**src/rtl/evt_prio_pkg.sv**
```systemverilog
package evt_prio_pkg;
  localparam int EVT_N      = 6;
  localparam int IDX_RESET  = 0;
  localparam int IDX_FLUSH  = 1;
  localparam int IDX_SMI    = 2;
  localparam int IDX_NMI    = 3;
  localparam int IDX_INTR   = 4;
  localparam int IDX_STPCLK = 5;

  // one-hot mask for an event index
  function automatic logic [EVT_N-1:0] evt_bit(input int idx);
    logic [EVT_N-1:0] m;
    m = '0;
    m[idx] = 1'b1;
    return m;
  endfunction
endpackage

```
**src/rtl/evt_nmi_track.sv**
```systemverilog
module evt_nmi_track (
  input  logic clk,
  input  logic rst_n,
  input  logic nmi_req,
  input  logic clr,
  input  logic take,
  input  logic iret,
  output logic pend,
  output logic busy,
  output logic ready
);
  logic req_d;
  logic rise;

  assign rise  = nmi_req & ~req_d;
  assign ready = pend & ~busy;

  always_ff @(posedge clk or negedge rst_n) begin
    if (!rst_n) begin
      req_d <= 1'b0;
      pend  <= 1'b0;
      busy  <= 1'b0;
    end else begin
      req_d <= nmi_req;
      if (clr) begin
        pend <= 1'b0;
        busy <= 1'b0;
      end else begin
        pend <= (pend & ~take) | rise;
        busy <= (busy & ~iret) | take;
      end
    end
  end

  assert_pend_on_edge_R5: assert property (@(posedge clk) disable iff (!rst_n)
    (rise && !clr) |=> pend);
  assert_busy_held_R6: assert property (@(posedge clk) disable iff (!rst_n)
    (busy && !iret && !clr) |=> busy);
endmodule

```
**src/rtl/evt_smi_lock.sv**
```systemverilog
module evt_smi_lock (
  input  logic clk,
  input  logic rst_n,
  input  logic clr,
  input  logic take,
  input  logic rsm,
  output logic busy
);
  always_ff @(posedge clk or negedge rst_n) begin
    if (!rst_n)   busy <= 1'b0;
    else if (clr) busy <= 1'b0;
    else          busy <= (busy & ~rsm) | take;
  end

  assert_lock_held_R8: assert property (@(posedge clk) disable iff (!rst_n)
    (busy && !rsm && !clr) |=> busy);
endmodule

```
**src/rtl/evt_arbiter.sv**
```systemverilog
module evt_arbiter #(
  parameter int N = 6
) (
  input  logic [N-1:0] req,
  output logic [N-1:0] win
);
  logic [N:0] above;

  assign above[0] = 1'b0;
  for (genvar i = 0; i < N; i++) begin : g_chain
    assign win[i]     = req[i] & ~above[i];
    assign above[i+1] = above[i] | req[i];
  end

  always_comb begin
    assert_single_win_R4: assert ($onehot0(win));
  end
endmodule

```
**src/rtl/evt_prio_ctrl.sv**
```systemverilog
module evt_prio_ctrl
  import evt_prio_pkg::*;
(
  input  logic             clk,
  input  logic             rst_n,
  input  logic             rst_req,
  input  logic             flush_req,
  input  logic             smi_req,
  input  logic             nmi_req,
  input  logic             intr_req,
  input  logic             stpclk_req,
  input  logic             boundary,
  input  logic             ie_flag,
  input  logic             iret_done,
  input  logic             rsm_done,
  output logic [EVT_N-1:0] grant_o,
  output logic             ie_clear_o,
  output logic             nmi_pend_o,
  output logic             nmi_busy_o,
  output logic             smi_busy_o
);
  logic [EVT_N-1:0] cand;
  logic [EVT_N-1:0] win;
  logic [EVT_N-1:0] grant_q;
  logic             ie_clr_q;
  logic             nmi_ready_w;
  logic             nmi_busy_w;
  logic             nmi_pend_w;
  logic             smi_busy_w;

  always_comb begin
    cand             = '0;
    cand[IDX_RESET]  = rst_req;
    cand[IDX_FLUSH]  = boundary & flush_req;
    cand[IDX_SMI]    = boundary & smi_req & ~smi_busy_w;
    cand[IDX_NMI]    = boundary & nmi_ready_w;
    cand[IDX_INTR]   = boundary & intr_req & ie_flag;
    cand[IDX_STPCLK] = boundary & stpclk_req;
  end

  evt_arbiter #(.N(EVT_N)) arb_i (
    .req (cand),
    .win (win)
  );

  evt_nmi_track nmi_i (
    .clk     (clk),
    .rst_n   (rst_n),
    .nmi_req (nmi_req),
    .clr     (win[IDX_RESET]),
    .take    (win[IDX_NMI]),
    .iret    (iret_done),
    .pend    (nmi_pend_w),
    .busy    (nmi_busy_w),
    .ready   (nmi_ready_w)
  );

  evt_smi_lock smi_i (
    .clk   (clk),
    .rst_n (rst_n),
    .clr   (win[IDX_RESET]),
    .take  (win[IDX_SMI]),
    .rsm   (rsm_done),
    .busy  (smi_busy_w)
  );

  always_ff @(posedge clk or negedge rst_n) begin
    if (!rst_n) begin
      grant_q  <= '0;
      ie_clr_q <= 1'b0;
    end else begin
      grant_q  <= win;
      ie_clr_q <= win[IDX_NMI];
    end
  end

  assign grant_o    = grant_q;
  assign ie_clear_o = ie_clr_q;
  assign nmi_pend_o = nmi_pend_w;
  assign nmi_busy_o = nmi_busy_w;
  assign smi_busy_o = smi_busy_w;

  assert_reset_wins_R1: assert property (@(posedge clk) disable iff (!rst_n)
    rst_req |=> (grant_q == evt_bit(IDX_RESET)) && !nmi_busy_w && !smi_busy_w && !nmi_pend_w);
  assert_idle_no_grant_R2: assert property (@(posedge clk) disable iff (!rst_n)
    (!rst_req && !boundary) |=> (grant_q == '0));
  assert_grant_onehot_R4: assert property (@(posedge clk) disable iff (!rst_n)
    $onehot0(grant_q));
  assert_nmi_locked_R6: assert property (@(posedge clk) disable iff (!rst_n)
    nmi_busy_w |=> !grant_q[IDX_NMI]);
  assert_smi_locked_R8: assert property (@(posedge clk) disable iff (!rst_n)
    smi_busy_w |=> !grant_q[IDX_SMI]);
  assert_ie_clear_R9: assert property (@(posedge clk) disable iff (!rst_n)
    $rose(nmi_busy_w) |-> ie_clr_q);
  assert_intr_masked_R10: assert property (@(posedge clk) disable iff (!rst_n)
    !ie_flag |=> !grant_q[IDX_INTR]);
endmodule

```
**config.mk**
```make
export PLATFORM = sky130hd
export DESIGN_NAME = evt_prio_ctrl
export DESIGN_NICKNAME = d
export VERILOG_FILES = /design/src/rtl/evt_prio_pkg.sv /design/src/rtl/evt_nmi_track.sv /design/src/rtl/evt_smi_lock.sv /design/src/rtl/evt_arbiter.sv /design/src/rtl/evt_prio_ctrl.sv
export SDC_FILE = /design/constraint.sdc
export NUM_CORES = 1
export LEC_CHECK = 0
export CORE_AREA = 2 2 39 41
export CTS_CLUSTER_SIZE = 30
export DETAILED_ROUTE_END_ITERATION = 12
export DIE_AREA = 0 0 41 43
export PLACE_DENSITY_LB_ADDON = 0.3
export SYNTH_ARGS = -nofsm -noshare
export SYNTH_HDL_FRONTEND = slang
export SYNTH_SLANG_ARGS = --single-unit
```
**constraint.sdc**
```tcl
create_clock -name clk -period 0.9 [get_ports clk]
set_input_delay 0.18 -clock clk [delete_from_list [all_inputs] [get_ports clk]]
set_output_delay 0.18 -clock clk [all_outputs]
set_load 0.05 [all_outputs]
```
==> metrics.md <==
| Metric | Value |
|---|---|
| CTS tree | `yes` |
| CP delay by family, top | `flip-flops` |
| Syn Nets | `42` |
| PD cells | `1260 nW/um^2` |
| Relative slew slack | `0.816` |
| Cts bufs inserted | `3` |
| Slowest-stage cell, CP | `dfrtp_2` |
| Critical Path Fanout Max | `2` |
| Hold Violations, Final | `0` |
| Die X | `between 40 and 50 um` |
| Routability cong. | `a little under 0.8` |
| Crit path required time | `around 0.72 ns` |
| Drt via density | `4.40` |
| Placed insts | `73` |
| TNS Setup | `-2.38 ns` |
| Syn Inst Count | `30` |
| Final min period | `1.12 ns` |
| PortBufs | `21` |
| Critical path arrival | `approximately 0.94 ns` |
| Netlist cell types | `16` |
| Clock transition at path regs | `0.07 ns` |
| Chip height | `43 um` |
| Buf+Inv Stages, Crit Path | `2` |
| Register area | `255 sq um` |
| Clock sink count | `10` |
| Dominant cell type by area after synthesis | `dfrtp_1` |
| Post-synth top area share | `0.610` |
| Slew Viols, Final | `0` |
| Post-synthesis sequential area ratio | `0.610` |
| Post-route core utilization | `0.658` |
| WL/cell | `11.0 um` |
| Number of antenna-violating nets in the routed design | `0` |
| Maximum VDD drop | `1030 uV` |
| Critical path startpoint category | `register` |
| R2r startpoint | `smi_i.busy` |
| Routed via count | `361` |
| Largest cells by area after synthesis | `dfrtp_1 61%, nor4b_4 5.8%, a21o_1 3.7%, nand2b_4 3.4%, nor2b_4 3.4%` |
| FILL cells | `110` |
| Max-Cap Viols | `0` |
| Measured slew at the worst slew-check pin | `0.276 ns` |
| Total track usage | `0.131` |
| Die ar. | `1760 sq um` |
| RSZ-0062 raised after global routing | `yes` |
| Total Routed Length | `904 um` |
| Leakage | `0.436 nW` |
| Largest net degree at the start of global routing | `11` |
| Outcome | `finished with violations` |
| Max incr delay on CP | `0.42 ns` |
| Warnings from Yosys | `0` |
| Nets | `a little under 80` |
| Share of post-route cells with drive strength above 1 | `0.561` |
| Setup crit start | `smi_i.busy` |
| CTS Hold Buffers Added | `0` |
| Maximum clock rate | `896 MHz` |
| Mapped Area | `410 sq um` |
| 1st-iter DRT viols | `5` |
| Crit path cell chain | `buf_6 > buf_12` |
| Avg Inst Size Synth | `13.7 sq um` |
| Crit Path Class | `reg -> out` |
| Io pins | `22` |
| ANT cells | `0` |
| Final setup violation count | `17` |
| Initial core utilization | `0.297` |
| Core area | `1380 sq um` |
| Clock Skews | `0.00183 ns` |
| # rows | `14` |
| Overflow after GRT | `0` |
| H-tree levels | `1` |
| Worst-Skew Late Latency | `0.26 ns` |
| Fin crit share | `1.24` |
| Final worst slack | `-0.216 ns` |
| Maximum clock insertion buffer count | `2` |
| Area delta synth->final | `122%` |
| Synth Register Bits | `10` |
| Drt first pass iters | `2` |
| Hpwl dp | `723 um` |
| Finished Layout Cells | `82` |
| Endpoint class of the critical path | `output port` |
| Multi-input gate area | `166 sq um` |
| Failing checks | `setup timing` |
| Vias in the first global route | `395` |
| Initial antenna violation count | `0` |
| Post-route DRC | `0` |
| First-pass GRT wire length | `1550 um` |
| Root Buffer | `clkbuf_4` |
| Worst hold path class | `in -> async` |
-- placed cells by master, fill, tap and decap left out, types with 3 or more instances in the layout --
cell type and count:
clkdlybuf4s50_1 9, buf_4 7, dfrtp_1 6, clkbuf_4 3, buf_12 11, buf_6 4, dfrtp_2 4, nor2_1 3
-- logic make-up after synthesis --
group           synth area share
compound gates            0.0701
flops                      0.610
simple gates               0.284
buf+inv                   0.0366
-- flip-flops by register name, indices dropped and copies added (netlist names) --
signal       flops
smi_i.busy       1
nmi_i.req_d      1
nmi_i.busy       1
grant_o          6
nmi_i.pend       1
-- Yosys cell counts --
cell type	number
nand2b_4	1
a21oi_1	1
dfrtp_1	10
nor2b_4	1
buf_4	1
nor2_1	3
nor3b_2	1
and3_1	1
nor2b_1	2
nand2_1	1
inv_1	2
nand2b_1	1
nor4b_4	1
o41ai_1	1
nor4_2	1
a21o_1	2
-- layer usage --
layer  share of wire  GRT usage
met5               0          0
met4               0     0.0400
met3           0.049     0.0524
met2            0.60      0.228
met1            0.35      0.134
-- where the power goes --
part | switching, mW | internal, mW | total [mW]
combinational | 0.111 | 0.154 | 0.265
sequential | 0.0102 | 0.464 | 0.474
clock | 0.164 | 0.245 | 0.410
total | 0.286 | 0.864 | 1.15
-- layout make-up --
cell class / instances / area share
Timing Repair Buffer: 33 / 0.467
Inverter: 2 / 0.00824
Multi-Input combinational cell: 17 / 0.183
Clock buffer: 4 / 0.0398
Tap cell: 16 / 0.0220
Sequential cell: 10 / 0.280
-- worst paths after layout --
check,endpoint,slack [ns],cells after the start
max,smi_busy_o,-0.22,2
min,grant_o[3],0.21,2
max reg2reg,nmi_i.busy,-0.20,5
min reg2reg,nmi_i.pend,0.51,2
max in group asynchronous,smi_i.busy,0.54,2
min in group clk,grant_o[3],0.37,3
-- per-stage QoR --
step	worst slack (ns)	power (mW)	hold WS (ns)	instance area, sq um
finish	-0.216	1.15	0.205	911
CTS	-0.225	1.15	0.204	885
floorplan	-0.183	0.570	-0.116	434
global route	-0.251	1.21	0.226	911
detailed placement	-0.434	0.722	0.498	806
global placement	-0.413	0.718	0.483	806
-- timing repair --
item,in CTS,in global routing
setup endpoints to repair,17,17
buffers inserted,4,1
pin swaps,3,1
gates resized for setup,6,1
No activity file was read; power rests on OpenSTA's default activity.
